[config.mk]
export PLATFORM = sky130hd
export DESIGN_NAME = spi_frame_master
export DESIGN_NICKNAME = d
export VERILOG_FILES = /design/src/rtl/spi_fm_pkg.sv /design/src/rtl/spi_fm_queue.sv /design/src/rtl/spi_fm_engine.sv /design/src/rtl/spi_frame_master.sv
export SDC_FILE = /design/constraint.sdc
export NUM_CORES = 1
export LEC_CHECK = 0
export BUFFER_PORTS_ARGS = -buffer_cell sky130_fd_sc_hd__buf_2
export CAP_MARGIN = 20
export CORE_UTILIZATION = 49
export CTS_CLUSTER_SIZE = 40
export DETAILED_ROUTE_END_ITERATION = 6
export GPL_ROUTABILITY_DRIVEN = 0
export PLACE_DENSITY = 0.63
export SYNTH_ARGS = -nofsm -noshare
export SYNTH_HDL_FRONTEND = slang
export SYNTH_SLANG_ARGS = --single-unit
[constraint.sdc]
create_clock -name clk -period 10.4 [get_ports clk]
set_input_delay 0.52 -clock clk [delete_from_list [all_inputs] [get_ports clk]]
set_output_delay 0.52 -clock clk [all_outputs]
set_load 0.02 [all_outputs]
[src/rtl/spi_fm_pkg.sv]
package spi_fm_pkg;

  localparam int WORD_MAX = 16;
  localparam int WORD_MIN = 4;
  localparam int WCFG_W   = 5;

  typedef enum logic [1:0] {
    ENG_IDLE  = 2'd0,
    ENG_SHIFT = 2'd1,
    ENG_TAIL  = 2'd2,
    ENG_GAP   = 2'd3
  } eng_state_t;

  // clamp a width request into the supported range
  function automatic logic [WCFG_W-1:0] fit_width(input logic [WCFG_W-1:0] req);
    if (req < WCFG_W'(WORD_MIN)) return WCFG_W'(WORD_MIN);
    if (req > WCFG_W'(WORD_MAX)) return WCFG_W'(WORD_MAX);
    return req;
  endfunction

  // ones in the low w bit positions
  function automatic logic [WORD_MAX-1:0] width_mask(input logic [WCFG_W-1:0] w);
    logic [WORD_MAX:0] one;
    one = (WORD_MAX+1)'(1) << w;
    return WORD_MAX'(one - (WORD_MAX+1)'(1));
  endfunction

  // move the low w bits of d to the top of the shift register
  function automatic logic [WORD_MAX-1:0] msb_align(input logic [WORD_MAX-1:0] d,
                                                     input logic [WCFG_W-1:0] w);
    return (d & width_mask(w)) << (WCFG_W'(WORD_MAX) - w);
  endfunction

endpackage

[src/rtl/spi_fm_queue.sv]
module spi_fm_queue #(
  parameter int W     = 16,
  parameter int DEPTH = 4
) (
  input  logic         clk,
  input  logic         rst_n,
  input  logic         push,
  input  logic [W-1:0] wdata,
  output logic         full,
  input  logic         pop,
  output logic [W-1:0] rdata,
  output logic         empty
);

  localparam int AW = (DEPTH > 1) ? $clog2(DEPTH) : 1;
  localparam int CW = $clog2(DEPTH + 1);

  logic [W-1:0]  mem [DEPTH];
  logic [AW-1:0] wptr, rptr;
  logic [CW-1:0] count;
  logic          push_ok, pop_ok;

  function automatic logic [AW-1:0] ptr_next(input logic [AW-1:0] p);
    return (p == AW'(DEPTH - 1)) ? '0 : p + 1'b1;
  endfunction

  assign full    = (count == CW'(DEPTH));
  assign empty   = (count == '0);
  assign rdata   = mem[rptr];
  assign push_ok = push && !full;
  assign pop_ok  = pop && !empty;

  always_ff @(posedge clk) begin
    if (push_ok) mem[wptr] <= wdata;
  end

  always_ff @(posedge clk) begin
    if (!rst_n) begin
      wptr  <= '0;
      rptr  <= '0;
      count <= '0;
    end else begin
      if (push_ok) wptr <= ptr_next(wptr);
      if (pop_ok)  rptr <= ptr_next(rptr);
      case ({push_ok, pop_ok})
        2'b10:   count <= count + 1'b1;
        2'b01:   count <= count - 1'b1;
        default: count <= count;
      endcase
    end
  end


  cap_limit_chk: assert property (@(posedge clk) disable iff (!rst_n)
    count <= CW'(DEPTH));


  full_hold_chk: assert property (@(posedge clk) disable iff (!rst_n)
    (push && full && !pop) |=> (count == $past(count)));


  no_underflow_chk: assert property (@(posedge clk) disable iff (!rst_n)
    (pop && empty) |=> (count == $past(count)));

endmodule

[src/rtl/spi_fm_engine.sv]
module spi_fm_engine
  import spi_fm_pkg::*;
#(
  parameter int HALF_W = 8,
  parameter int GAP_W  = 4
) (
  input  logic                clk,
  input  logic                rst_n,
  input  logic [HALF_W-1:0]   cfg_half,
  input  logic [WCFG_W-1:0]   cfg_width,
  input  logic [GAP_W-1:0]    cfg_gap,
  input  logic                tx_avail,
  input  logic [WORD_MAX-1:0] tx_word,
  output logic                tx_take,
  output logic                rx_put,
  output logic [WORD_MAX-1:0] rx_word,
  input  logic                miso,
  output logic                sck,
  output logic                mosi,
  output logic                fss,
  output logic                busy
);

  localparam int GT_W = GAP_W + 1;

  function automatic logic [HALF_W-1:0] eff_half(input logic [HALF_W-1:0] h);
    return (h == '0) ? HALF_W'(1) : h;
  endfunction

  // gap length counted in half periods
  function automatic logic [GT_W-1:0] gap_ticks(input logic [GAP_W-1:0] g);
    logic [GT_W-1:0] g1;
    g1 = (g == '0) ? GT_W'(1) : {1'b0, g};
    return g1 << 1;
  endfunction

  eng_state_t            st;
  logic [HALF_W-1:0]     hcnt, half_q;
  logic [WCFG_W-1:0]     w_q, bcnt;
  logic [GT_W-1:0]       gcnt;
  logic [WORD_MAX-1:0]   tsh, rsh;
  logic                  half_tick, gap_done, start_now, last_bit;
  logic [WCFG_W-1:0]     start_w;

  assign half_tick = (st != ENG_IDLE) && (hcnt == half_q - 1'b1);
  assign gap_done  = (st == ENG_GAP) && half_tick && (gcnt == GT_W'(1));
  assign start_now = ((st == ENG_IDLE) && tx_avail) || gap_done;
  assign start_w   = fit_width(cfg_width);
  assign last_bit  = (bcnt == w_q);
  assign tx_take   = start_now;
  assign rx_put    = (st == ENG_TAIL) && half_tick;
  assign rx_word   = rsh & width_mask(w_q);
  assign mosi      = tsh[WORD_MAX-1];
  assign busy      = (st != ENG_IDLE);

  always_ff @(posedge clk) begin
    if (!rst_n) begin
      st     <= ENG_IDLE;
      hcnt   <= '0;
      half_q <= HALF_W'(1);
      w_q    <= WCFG_W'(WORD_MIN);
      bcnt   <= '0;
      gcnt   <= '0;
      tsh    <= '0;
      rsh    <= '0;
      sck    <= 1'b0;
      fss    <= 1'b1;
    end else begin
      if (st == ENG_IDLE || half_tick) hcnt <= '0;
      else                             hcnt <= hcnt + 1'b1;

      if (start_now) begin
        st     <= ENG_SHIFT;
        fss    <= 1'b0;
        sck    <= 1'b0;
        half_q <= eff_half(cfg_half);
        w_q    <= start_w;
        tsh    <= msb_align(tx_word, start_w);
        rsh    <= '0;
        bcnt   <= '0;
      end else if (half_tick) begin
        case (st)
          ENG_SHIFT: begin
            if (!sck) begin
              sck  <= 1'b1;
              rsh  <= {rsh[WORD_MAX-2:0], miso};
              bcnt <= bcnt + 1'b1;
            end else begin
              sck <= 1'b0;
              if (last_bit) st <= ENG_TAIL;
              else          tsh <= {tsh[WORD_MAX-2:0], 1'b0};
            end
          end
          ENG_TAIL: begin
            fss <= 1'b1;
            tsh <= '0;
            if (tx_avail) begin
              st   <= ENG_GAP;
              gcnt <= gap_ticks(cfg_gap);
            end else begin
              st <= ENG_IDLE;
            end
          end
          ENG_GAP:  gcnt <= gcnt - 1'b1;
          default:  st <= st;
        endcase
      end
    end
  end


  sck_idle_chk: assert property (@(posedge clk) disable iff (!rst_n)
    fss |-> !sck);


  mosi_hold_chk: assert property (@(posedge clk) disable iff (!rst_n)
    (sck && $past(sck)) |-> $stable(mosi));


  busy_end_chk: assert property (@(posedge clk) disable iff (!rst_n)
    $fell(busy) |-> $rose(fss));


  busy_frame_chk: assert property (@(posedge clk) disable iff (!rst_n)
    !fss |-> busy);


  bit_limit_chk: assert property (@(posedge clk) disable iff (!rst_n)
    bcnt <= w_q);

endmodule

[src/rtl/spi_frame_master.sv]
module spi_frame_master
  import spi_fm_pkg::*;
#(
  parameter int TX_DEPTH = 4,
  parameter int RX_DEPTH = 4,
  parameter int HALF_W   = 8,
  parameter int GAP_W    = 4
) (
  input  logic                clk,
  input  logic                rst_n,
  input  logic [HALF_W-1:0]   cfg_half,
  input  logic [WCFG_W-1:0]   cfg_width,
  input  logic [GAP_W-1:0]    cfg_gap,
  input  logic [WORD_MAX-1:0] tx_data,
  input  logic                tx_push,
  output logic                tx_full,
  output logic                tx_drop,
  output logic [WORD_MAX-1:0] rx_data,
  output logic                rx_valid,
  input  logic                rx_pop,
  output logic                rx_overrun,
  output logic                sck,
  output logic                mosi,
  input  logic                miso,
  output logic                fss,
  output logic                busy
);

  logic                tx_empty, tx_take;
  logic [WORD_MAX-1:0] tx_head;
  logic                rx_put, rx_full, rx_empty;
  logic [WORD_MAX-1:0] rx_word;
  logic                rx_lost;

  assign tx_drop  = tx_push && tx_full;
  assign rx_valid = !rx_empty;
  assign rx_lost  = rx_put && rx_full;

  spi_fm_queue #(.W(WORD_MAX), .DEPTH(TX_DEPTH)) u_txq (
    .clk(clk), .rst_n(rst_n),
    .push(tx_push), .wdata(tx_data), .full(tx_full),
    .pop(tx_take), .rdata(tx_head), .empty(tx_empty)
  );

  spi_fm_engine #(.HALF_W(HALF_W), .GAP_W(GAP_W)) u_eng (
    .clk(clk), .rst_n(rst_n),
    .cfg_half(cfg_half), .cfg_width(cfg_width), .cfg_gap(cfg_gap),
    .tx_avail(!tx_empty), .tx_word(tx_head), .tx_take(tx_take),
    .rx_put(rx_put), .rx_word(rx_word),
    .miso(miso), .sck(sck), .mosi(mosi), .fss(fss), .busy(busy)
  );

  spi_fm_queue #(.W(WORD_MAX), .DEPTH(RX_DEPTH)) u_rxq (
    .clk(clk), .rst_n(rst_n),
    .push(rx_put), .wdata(rx_word), .full(rx_full),
    .pop(rx_pop), .rdata(rx_data), .empty(rx_empty)
  );

  always_ff @(posedge clk) begin
    if (!rst_n)       rx_overrun <= 1'b0;
    else if (rx_lost) rx_overrun <= 1'b1;
  end


  ovr_sticky_chk: assert property (@(posedge clk) disable iff (!rst_n)
    $past(rx_overrun) |-> rx_overrun);


  rx_at_frame_end_chk: assert property (@(posedge clk) disable iff (!rst_n)
    rx_put |=> $rose(fss));

endmodule

; ---- Yosys cells after proc, flatten, opt, wreduce, memory -nomap -nowiden
; Memory sizes are Yosys's and may differ from the RTL's. A register that Yosys moved wholly into a read port is not among the register bits.
; Index checks and enable logic that the tools add are counted.
[word_totals]
out_inout_bits = 24
mem_bits_rw = 128
word_cells = 146
n_memories = 2
ff_bits = 82
[op_classes]
n_mux = 40
reduce_logical = 39
add_sub_neg = 15
bitwise = 5
n_eq_ne = 22
magnitude_cmp = 2
shift = 3
[mem_list]
columns = name, words, word_bits, read_ports, rd_clocked_by_memory_dff, write_ports, line_no
row1 = u_rxq.mem, 4, 16, 1, 1, 1, spi_fm_queue.sv:18  ; logic [W-1:0] mem [DEPTH];
row2 = u_txq.mem, 4, 16, 1, 1, 1, spi_fm_queue.sv:18
[op_table]
columns = cell, n
row1 = $mux 16, 4
row2 = $and 16x16->16, 2
row3 = $pmux 16 s2, 1
row4 = $shl 1x5->16 const A, 2
row5 = $sub 16x1->16 const B, 2
row6 = $mux 5, 5
row7 = $mux 2, 11
row8 = $eq 2x2->1 const B, 8
row9 = $reduce_and 4->1, 4
row10 = $shl 16x5->16, 1
row11 = $reduce_bool 2->1, 7
row12 = $mux 1, 13
row13 = $pmux 3 s2, 2
row14 = $logic_and 1x1->1, 11
row15 = $pmux 5 s2, 1
row16 = $add 2x1->2 const B, 4
row17 = $add 8x1->8 const B, 1
row18 = $eq 8x8->1, 1
row19 = $logic_not 8->1, 1
row20 = $mux 8, 1
row21 = $sub 8x1->8 const B, 1
row22 = $add 3x1->3 const B, 2
row23 = $eq 2x1->1 const B, 3
row24 = $eq 3x3->1 const B, 2
row25 = other kinds (24), 36

; ---- Depth between registers and ports, before layout
; Gate-level depths: netlist (run 1).
[depth]
word_depth = 10
depth_mapped = 17
mapped_depth_nobuf = 15

; ---- Cells and area by module
; From an unflattened synthesis (run 1), not the netlist that was laid out.
[unflattened]
hier_cells = 936
area_unflattened_um2 = 10791.6
[by_module_without_submodules]
columns = module, cells_each, instances, seq_area_each_um2, area_each_um2
row1 = spi_fm_queue, 140, 2, 2102.0, 2840.2
row2 = spi_fm_engine, 650, 1, 1341.3, 5066.1
row3 = spi_frame_master, 6, 1, 20.0, 45.0

; ---- Worst setup path before layout (run 1)
; No wires, ideal clock.
[synth_path]
path_kind = input-to-reg
from = input port cfg_width[2]
to = register u_eng.tsh[13]
path_buffers = 3
slack_ns = 6.355
arrival_ns = 3.971
cell_stages = 17
path_cell_list = clkbuf_1 > o21ba_2 > nand2_1 > clkbuf_1 > ha_1 > ha_1 > or3b_2 > clkbuf_1 > ha_1 > inv_1 > o311ai_0 > a21boi_0 > a22o_1 > mux2i_1 > o2bb2ai_1 > a2111o_1 > a31oi_1
[synth_via]
elab_chain_cells = 10
elab_cells_between_ends = 14
[synth_rtl]
columns = element, line_no
row1 = from (decl), spi_frame_master.sv:12  ; input logic [WCFG_W-1:0] cfg_width,
row2 = $gt 5x5->1, spi_fm_pkg.sv:17  ; if (req > WCFG_W'(WORD_MAX)) return WCFG_W'(WORD_MAX);
row3 = $mux 1 (2 in series), spi_fm_pkg.sv:17
row4 = $mux 5, spi_fm_pkg.sv:18  ; return req;
row5 = $mux 5 (*), spi_fm_pkg.sv:17
row6 = $shl 1x5->16, spi_fm_pkg.sv:24  ; one = (WORD_MAX+1)'(1) << w;
row7 = $sub 16x1->16, spi_fm_pkg.sv:25  ; return WORD_MAX'(one - (WORD_MAX+1)'(1));
row8 = $and 16x16->16, spi_fm_pkg.sv:31  ; return (d & width_mask(w)) << (WCFG_W'(WORD_MAX) - w);
row9 = $shl 16x5->16 (*), spi_fm_pkg.sv:31
row10 = $mux 16 (*), spi_fm_engine.sv:72  ; if (start_now) begin
row11 = to (signal assigned), spi_fm_engine.sv:78  ; tsh <= msb_align(tx_word, start_w);
row12 = to (signal assigned), spi_fm_engine.sv:91  ; else tsh <= {tsh[WORD_MAX-2:0], 1'b0};
row13 = to (decl), spi_fm_engine.sv:41  ; logic [WORD_MAX-1:0] tsh, rsh;
; Every way passes the cells marked *; elsewhere a longest branch is shown, timed or not. The select of a mux whose other input is x is not followed.
; A chain may end at the register's enable or synchronous reset.

; ---- Worst setup path in the final report (run 1)
[layout_path]
from = input port cfg_width[4]
to = register u_eng.tsh[4]
; The elaborated chain is that of the path after synthesis.

==> flow_metrics.tcl, run 1 <==
set metrics [dict create \
    antenna_left 0 \
    cts_root_buf "clkbuf_16" \
    route.vias.total 6949 \
    ir_worst_vdd_mv 0.160 \
    dp_hpwl_um 14300 \
    grt_pass1_vias 6802 \
    slew_violations 0 \
    ys_types 82 \
    post_cts_buffers 0 \
    coreArea_um2 20500 \
    wl_met2_um 9920 \
    cts_buffers 23 \
    gr-usage-all-layers 0.198 \
    synth_commonest_cells "edfxtp_1, dfxtp_1, nand2_1, nor2_1, a21oi_1" \
    diodes 0 \
    cts-hold-fix-buffers 0 \
    whs_ps 220 \
    io_buffers 61 \
    outcome "finished, final reports clean" \
    yosys.area.top_type_share 0.371 \
    cts.sinks 214 \
    synthFlopType "edfxtp_1" \
    yosysTopAreaCell "edfxtp_1" \
    grt_overflow 0 \
    insertion_delay_ps 520 \
    grt_pass1_wl_um 34200 \
    die_width_um 147 \
    hold_class "input port to flop" \
    first_pass_iters 5 \
    cellLeakagePower_nw 4.13 \
    syn_inst 914 \
    cp-end-kind "flop" \
    slew_headroom 0.393 \
    finalHoldViolCount 0 \
    ys_seq_elements 214 \
    num_io_pins 62 \
    synthMuxAreaShare 0.104 \
    syn_area_um2 10400 \
    cap_violations 0 \
    antenna_found_initial 0 \
    final.setup.tns_ps 0 \
    worst-setup-path-type "input port to flop" \
    synthXorXnorAreaFrac 0.0279 \
    max_freq_mhz 241 \
    synthAdderAreaFrac 0.0389 \
    worst_slew_pin_slew_ps 910 \
    syn_to_final_growth_pct 12.1 \
    syn_avg_cell_area_um2 11.3 \
    die_y_um 147 \
    finalSetupViolCount 0 \
    synth_compound_area_frac 0.109 \
    wl_per_cell_um 16.8 \
    post-route-drc-count 0 \
    grt_max_degree 33 \
    critPathMaxFanout 21 \
    drtIter0Drc 309 \
    yosysMostFrequentCell "edfxtp_1" \
    ys_warn_count 0 \
    critPathRequiredTime_ps 10850 \
    num_rows 52 \
    routed-wl-met3_um 835 \
    synth-simple-area-share 0.148 \
    finalPower_w 0.00256 \
    post_cts_resized 0 \
    h-tree-depth 1 \
    cts_buffer_depth 3 \
    period_needed_ps 4150 \
    nets 1021 \
    power.density_nw_per_um2 220 \
    layout-drive-gt1-share 0.162 \
    seq_area_frac_synth 0.537 \
    cts.clk_slew.worst_paths_ps 60 \
    synth_top_family_by_area "simple AND/OR/NAND/NOR gates" \
    async_reset_ff_frac 0 \
    worst_setup_path_start_kind "input port" \
    synth_enable_flop_cells 128 \
    post-route-period-util 0.399 \
    arrival_ps 4590 \
    synthTopCellsByArea "edfxtp_1, dfxtp_1, mux4_2" \
    viasPerCell 5.61 \
    tritoncts "yes" \
    wirelength_met1_um 9510 \
    postRouteWirelength_um 20800 \
    start_util 0.505 \
    die_area_um2 21700 \
    syn_nets 983 \
    highest-signal-layer "met4" \
    fin_skew_ps 8.90 \
    rsz0062_at_grt "false" \
]
worst max-delay path, cell delays in order:
cell      delay (ps)
buf_2            270
o21ba_2          220
nand2_1          410
clkinv_1         600
ha_1             870
clkinv_1         430
or3_1            500
mux2_2           290
or3_1            310
a31oi_1          150
stage by stage:
step / area, um2 / instances / setup slack (ps) / utilization
final: 11600 / 1239 / 6250 / 0.566
after global routing: 11600 / 1239 / 5920 / 0.566
after CTS: 11600 / 1237 / 6320 / 0.564
after detailed placement: 10800 / 1195 / 5800 / 0.527
after global placement: 10800 / 1195 / 5860 / 0.527
after floorplan: 10400 / 914 / 6350 / -
cells by family after synthesis:
family | after synthesis
AND/OR/NAND/NOR | 303
other | 1
buffers and inverters | 89
adder cells (fa/ha/maj) | 31
multiplexers | 67
flip-flops | 214
AO/OA/AOI/OAI | 176
XOR/XNOR | 33
metal layers:
layer	GRT usage	vias up
li1	-	3443
met1	0.258	3326
met2	0.340	144
met3	0.0312	36
met4	0.0603	0
met5	0	-
power breakdown:
part | leakage, nW | internal (W) | switching [W]
sequential | 1.84 | 0.000978 | 0.0000659
combinational | 1.93 | 0.000278 | 0.000437
clock | 0.362 | 0.000475 | 0.000323
total | 4.13 | 0.00173 | 0.000826
cell type report:
type / instances / area, um2
Fill cell: 1758 / 8890
Sequential cell: 214 / 5570
Multi-Input combinational cell: 611 / 4430
Clock buffer: 32 / 629
Timing Repair Buffer: 69 / 405
Tap cell: 270 / 338
Inverter: 33 / 124
Clock inverter: 10 / 114
placed cells by master, fill, tap and decap left out, types with 7 or more instances in the layout:
master and count:
o21ai_0 41, nand2_1 78, edfxtp_1 128, clkbuf_1 7
or3_1 9, nor3_1 19, o211ai_1 7, dfxtp_1 86
mux2i_1 30, mux4_2 32, clkbuf_16 23, and2_1 17
o21a_1 8, a31oi_1 14, nor2b_1 18, nor2_1 76
nand3_1 27, xor2_1 17, nand2b_1 7, ha_1 29
and3_1 12, xnor2_1 16, inv_1 31, a21oi_1 49
buf_2 61
flip-flops by register name, indices dropped and copies added (netlist names), named ones only:
register,cells
u_txq.mem,64
u_eng.bcnt,5
u_eng.rsh,16
rx_overrun,1
u_eng.tsh,16
u_rxq.rptr,2
u_rxq.wptr,2
u_eng.st,2
u_txq.count,3
u_eng.sck,1
u_txq.wptr,2
u_eng.fss,1
u_eng.half_q,8
u_eng.gcnt,5
u_rxq.mem,64
u_rxq.count,3
u_txq.rptr,2
u_eng.w_q,5
u_eng.hcnt,8
path summary, 6_finish.rpt:
check / startpoint / end / slack, ps / cells after the start
min: tx_data[8] / u_txq.mem[3][8]$_DFFE_PP_ / 220 / 1
max reg2reg: u_eng.half_q[0]$_SDFFE_PN1N_ / u_txq.count[2]$_SDFFE_PN0P_ / 6560 / 15
min reg2reg: u_eng.half_q[7]$_SDFFE_PN0N_ / u_eng.half_q[7]$_SDFFE_PN0N_ / 460 / 2
max: cfg_width[4] / u_eng.tsh[4]$_SDFFE_PN0P_ / 6250 / 10
No activity file was read; power rests on OpenSTA's default activity.
==> run 2: changes to the inputs <==
Clock period 10.4 ns to 4.3 ns, I/O delays scaled along.
==> run 2 against run 1 <==
Via count increased by 1.8%. Sequential power rose by 150%. Die area stayed put. Global-route usage rose by 0.37 points. Clock power up 130%. Combinational power increased by 140%. Critical endpoint is now u_txq.count[2]$_SDFFE_PN0P_. Largest power group unchanged. Highest routed layer unchanged.
==> flow_metrics.tcl, run 2 (synthesis results as in run 1) <==
set metrics [dict create \
    startpoint "u_eng.half_q[0]$_SDFFE_PN1N_" \
    cts_root_buf "clkbuf_16" \
    cellLeakagePower_nw 4.25 \
    worst_setup_path_start_kind "flop" \
    nets 1056 \
    fin_skew_ps 14.1 \
    finalInstanceArea_um2 11900 \
    coreArea_um2 20500 \
    num_io_pins 62 \
    post-route-drc-count 0 \
    multiInputGateArea_um2 4430 \
    grt_overflow 0 \
    cts-hold-fix-buffers 25 \
    worst_r2r_path_depth 15 \
    insertion_delay_ps 510 \
    p_switching_w 0.00199 \
    critPathCapture "u_txq.count[2]$_SDFFE_PN0P_" \
    reg_top3 "u_rxq.mem: 64 flops, u_txq.mem: 64 flops" \
    worstPathCellList "inv_1 -> ha_1 -> o21ba_1 -> a221oi_1 -> a41oi_1 -> or3_4 -> nor4_4 -> nor2_1 -> nor2_1 -> ha_1 -> inv_1 -> fa_1 -> xor2_1 -> or3_1 -> a21oi_1" \
    postRouteWirelength_um 21200 \
    first_pass_iters 5 \
    slowest_stage "or3_4" \
    grt_pass1_wl_um 35100 \
    p_clk_frac 0.304 \
    max_freq_mhz 273 \
    final_cell_mix "edfxtp_1, dfxtp_1, nand2_1" \
    comb_power_share 0.282 \
    antenna_found_initial 0 \
    grt_pass1_vias 6932 \
    dp_hpwl_um 14300 \
    cts_buffer_depth 3 \
    drtIter0Drc 397 \
    cts_buffers 22 \
    arrival_ps 4090 \
    r2r_end "u_txq.count[2]$_SDFFE_PN0P_" \
    rsz0062_at_grt "false" \
    critPathMaxFanout 6 \
    worst-setup-path-type "flop to flop" \
    slew_violations 0 \
    dp_cells 1207 \
    dp_slack_ps 519 \
    worst_slew_pin_slew_ps 936 \
    start_util 0.505 \
    io_buffers 61 \
    cts.sinks 214 \
    diodes 0 \
    h-tree-depth 1 \
    rrSetupSlack_ps 640 \
    tritoncts "yes" \
    layout-drive-gt1-share 0.169 \
    rr_startpoint "u_eng.half_q[0]$_SDFFE_PN1N_" \
    ir_worst_vdd_mv 0.371 \
    mostFrequentLayoutCell "edfxtp_1" \
    power_switching_share 0.323 \
    fin_ws_ps 641 \
    finalSetupViolCount 0 \
    syn_to_final_growth_pct 14.8 \
    post_cts_resized 0 \
    period_needed_ps 3660 \
    num_rows 52 \
    die_area_um2 21700 \
    p_seq_frac 0.415 \
    post_dp_cell_area_um2 10900 \
    stdcell_count 1273 \
    route.vias.total 7072 \
    hold_class "input port to flop" \
    cts.clk_slew.worst_paths_ps 60 \
    post-route-period-util 0.851 \
    intPower_w 0.00417 \
    critPathRequiredTime_ps 4740 \
    outcome "finished, final reports clean" \
    viasPerCell 5.56 \
    seq_area_um2 5570 \
    die_width_um 147 \
    cap_violations 0 \
    gr-usage-all-layers 0.202 \
    die_y_um 147 \
    finalHoldViolCount 0 \
    fillers 1737 \
    final.setup.tns_ps 0 \
    power.density_nw_per_um2 517 \
    grt_max_degree 33 \
    slew_headroom 0.375 \
    finalPower_w 0.00615 \
    antenna_left 0 \
    crit_path_max_incr_delay_ps 470 \
    wl_per_cell_um 16.7 \
    cp-end-kind "flop" \
    min_from "cfg_gap[1]" \
    post_cts_buffers 0 \
]
-- run 2: changes by cell type in the layout (fill, tap and decap cells not counted) --
cell / delta
dlygate4sd3_1: +25
buf_16: -1
buf_4: +12
clkbuf_8: -1
inv_16: -1
clkbuf_1: -3
clkinvlp_2: +4
clkinv_1: -1
-- run 2: layout make-up --
type,count,share of cell area
inverters,33,0.0104
well taps,270,0.0284
clock buffers,28,0.0508
flip-flops and latches,214,0.468
multi-input cells,611,0.373
clock inverters,12,0.00926
repair buffers,105,0.0604
-- run 2: critical path, delay by kind of cell (launching register included) --
kind | cells | cell delay, ps
adders and majority gates | 3 | 860
buffers and inverters | 2 | 140
DFF | 1 | 450
xor gates and xnor gates | 1 | 160
AOI/OAI and AO/OA | 4 | 710
and+or+nand+nor | 5 | 1270
-- run 2: worst min-delay path by stage --
stage | cells after the start | slack (ps) | to
2_1_floorplan | 0 | 310 | u_txq.mem[0][0]$_DFFE_PP_
3_3_place_gp | 1 | 430 | u_txq.mem[2][1]$_DFFE_PP_
3_5_place_dp | 1 | 440 | u_txq.mem[0][7]$_DFFE_PP_
4_1_cts | 4 | 80 | u_eng.gcnt[2]$_SDFFE_PN0P_
5_1_grt | 4 | 90 | u_eng.gcnt[2]$_SDFFE_PN0P_
6_report | 4 | 90 | u_eng.gcnt[2]$_SDFFE_PN0P_
-- run 2: layer usage --
| layer | wire length (um) | GRT usage |
|---|---|---|
| met5 | 0 | 0 |
| met4 | 316 | 0.0459 |
| met3 | 962 | 0.0324 |
| met2 | 10000 | 0.340 |
| met1 | 9910 | 0.274 |
-- run 2: power groups by stage --
stage          Combinational, W  Sequential (W)  Clock, W
6_report                0.00173         0.00255   0.00187
5_1_grt                 0.00193         0.00258   0.00201
4_1_cts                 0.00173         0.00255   0.00191
3_5_place_dp            0.00171         0.00259         0
3_3_place_gp            0.00170         0.00259         0
2_1_floorplan           0.00138         0.00250         0
-- run 2: per-stage QoR --
stage | hold slack, ps | util
after floorplan | 314 | -
after global placement | 433 | 0.532
after detailed placement | 437 | 0.532
after CTS | 75.1 | 0.579
after global routing | 94.0 | 0.580
final | 92.6 | 0.580
==> run 3: changes to the inputs <==
Settings changed: CELL_PAD_IN_SITES_DETAIL_PLACEMENT set to 1, CELL_PAD_IN_SITES_GLOBAL_PLACEMENT set to 1, PLACE_DENSITY 0.63 to 0.76.
==> run 3 against run 2 <==
Sequential cell count stayed put. Routed wire length up 20%. Utilization hardly changed. Critical path depth did not move. Clock skew rose by 13 ps. Die area unchanged. Count of clock-buffer cells in the layout is the same. Design area hardly changed. Global-route usage grew 3.8 points. Via count up 1.6%.
==> flow_metrics.tcl, run 3 (synthesis results as in run 1) <==
set metrics [dict create \
    worst_setup_path_start_kind "flop" \
    rsz0062_at_grt "false" \
    outcome "finished, final reports clean" \
    antenna_found_initial 0 \
    grt_max_degree 26 \
    cts_root_buf "clkbuf_16" \
    final_cell_mix "edfxtp_1, dfxtp_1, nand2_1" \
    viasPerCell 5.67 \
    cts.clk_slew.worst_paths_ps 60 \
    layout-drive-gt1-share 0.166 \
    fin_skew_ps 27.2 \
    worst_path_dominant_cell_family "simple AND/OR/NAND/NOR gates" \
    min_from "cfg_half[0]" \
    drtIter0Drc 363 \
    max_freq_mhz 272 \
    finalSetupViolCount 0 \
    h-tree-depth 1 \
    finalHoldViolCount 0 \
    rrSetupSlack_ps 620 \
    arrival_ps 4120 \
    startpoint "u_eng.half_q[0]$_SDFFE_PN1N_" \
    grt_overflow 0 \
    die_width_um 147 \
    wl_per_cell_um 20.1 \
    whs_ps 30.6 \
    power.density_nw_per_um2 533 \
    num_io_pins 62 \
    crit_path_max_incr_delay_ps 470 \
    die_y_um 147 \
    route.vias.total 7187 \
    worst-setup-path-type "flop to flop" \
    seq_area_um2 5570 \
    slowest_stage "or3_4" \
    fin_ws_ps 617 \
    die_area_um2 21700 \
    first_pass_iters 4 \
    cap_violations 0 \
    cts.sinks 214 \
    postRouteWirelength_um 25500 \
    worstPathCellList "inv_1 -> ha_1 -> o21ba_1 -> a221oi_1 -> a41oi_1 -> or3_4 -> nor4_4 -> nor2_2 -> nor2_1 -> ha_1 -> inv_1 -> fa_1 -> xor2_1 -> or3_1 -> a21oi_1" \
    cellLeakagePower_nw 4.25 \
    post-route-period-util 0.856 \
    slew_headroom 0.403 \
    grt_pass1_vias 7755 \
    io_buffers 61 \
    final.setup.tns_ps 0 \
    critPathMaxFanout 6 \
    worst_slew_pin_slew_ps 895 \
    tritoncts "yes" \
    hold_class "input port to flop" \
    multiInputGateArea_um2 4430 \
    syn_to_final_growth_pct 14.8 \
    critical_path_buf_inv_count 2 \
    mostFrequentLayoutCell "edfxtp_1" \
    gr-usage-all-layers 0.240 \
    finish.utilization 0.580 \
    critPathRequiredTime_ps 4730 \
    nets 1050 \
    post-route-drc-count 0 \
    rr_startpoint "u_eng.half_q[0]$_SDFFE_PN1N_" \
    dp_slack_ps 584 \
    coreArea_um2 20500 \
    cts_buffer_depth 3 \
    fillers 2119 \
    diodes 0 \
    slew_violations 0 \
    ir_worst_vdd_mv 0.370 \
    cts_buffers 23 \
    insertion_delay_ps 520 \
    post_cts_resized 0 \
    start_util 0.505 \
    reg_top3 "u_rxq.mem: 64 flops, u_txq.mem: 64 flops" \
    antenna_left 0 \
    num_rows 52 \
    dp_hpwl_um 17400 \
    cp-end-kind "flop" \
    grt_pass1_wl_um 40800 \
    period_needed_ps 3680 \
]
[run 3: cell count changes in the layout (fill, tap and decap cells not counted), sizes merged]
cell,delta
clkinv,+1
buf,-6
clkinvlp,-1
bufinv,+1
dlygate4sd3,-1
inv,+1
[run 3: cell type report]
class	count	area share
Clock inverter	14	0.0123
Timing Repair Buffer	98	0.0574
Multi-Input combinational cell	611	0.373
Sequential cell	214	0.468
Inverter	33	0.0104
Clock buffer	28	0.0508
Tap cell	270	0.0284
[run 3: metal layers]
layer,up-vias,track usage,part of all wire
met1,3526,0.295,0.43
met4,0,0.0722,0.026
met3,42,0.0306,0.033
li1,3488,-,-
met5,-,0,0
met2,131,0.438,0.52
[run 3: final timing paths]
check / endpoint / cells past startpoint
min: u_eng.half_q[0]$_SDFFE_PN1N_ / 3
min reg2reg: u_eng.tsh[9]$_SDFFE_PN0P_ / 2
max: u_txq.count[2]$_SDFFE_PN0P_ / 15
max reg2reg: u_txq.count[2]$_SDFFE_PN0P_ / 15
[run 3: metrics by stage]
step                instance area [um2]  std cells  total power [W]
finish                            11900       1268          0.00633
global route                      11900       1268          0.00666
CTS                               11900       1267          0.00637
detailed placement                10900       1201          0.00437
global placement                  10800       1200          0.00433
floorplan                         10400        914          0.00388
[run 3: where the power goes]
part / switching [W] / internal, W
logic: 0.00112 / 0.000690
clock network: 0.000794 / 0.00118
registers: 0.000184 / 0.00237
[run 3: tightest hold or removal path, delay by kind of cell]
family                 cells  cell delay [ps]
buffers and inverters      1               80
AO/OA/AOI/OAI              1              150
AND/OR/NAND/NOR            1               40
[run 3: what timing repair did]
action	4_1_cts	5_1_grt
hold buffers	24	0
buffers inserted	0	0
hold endpoints to repair	72	0
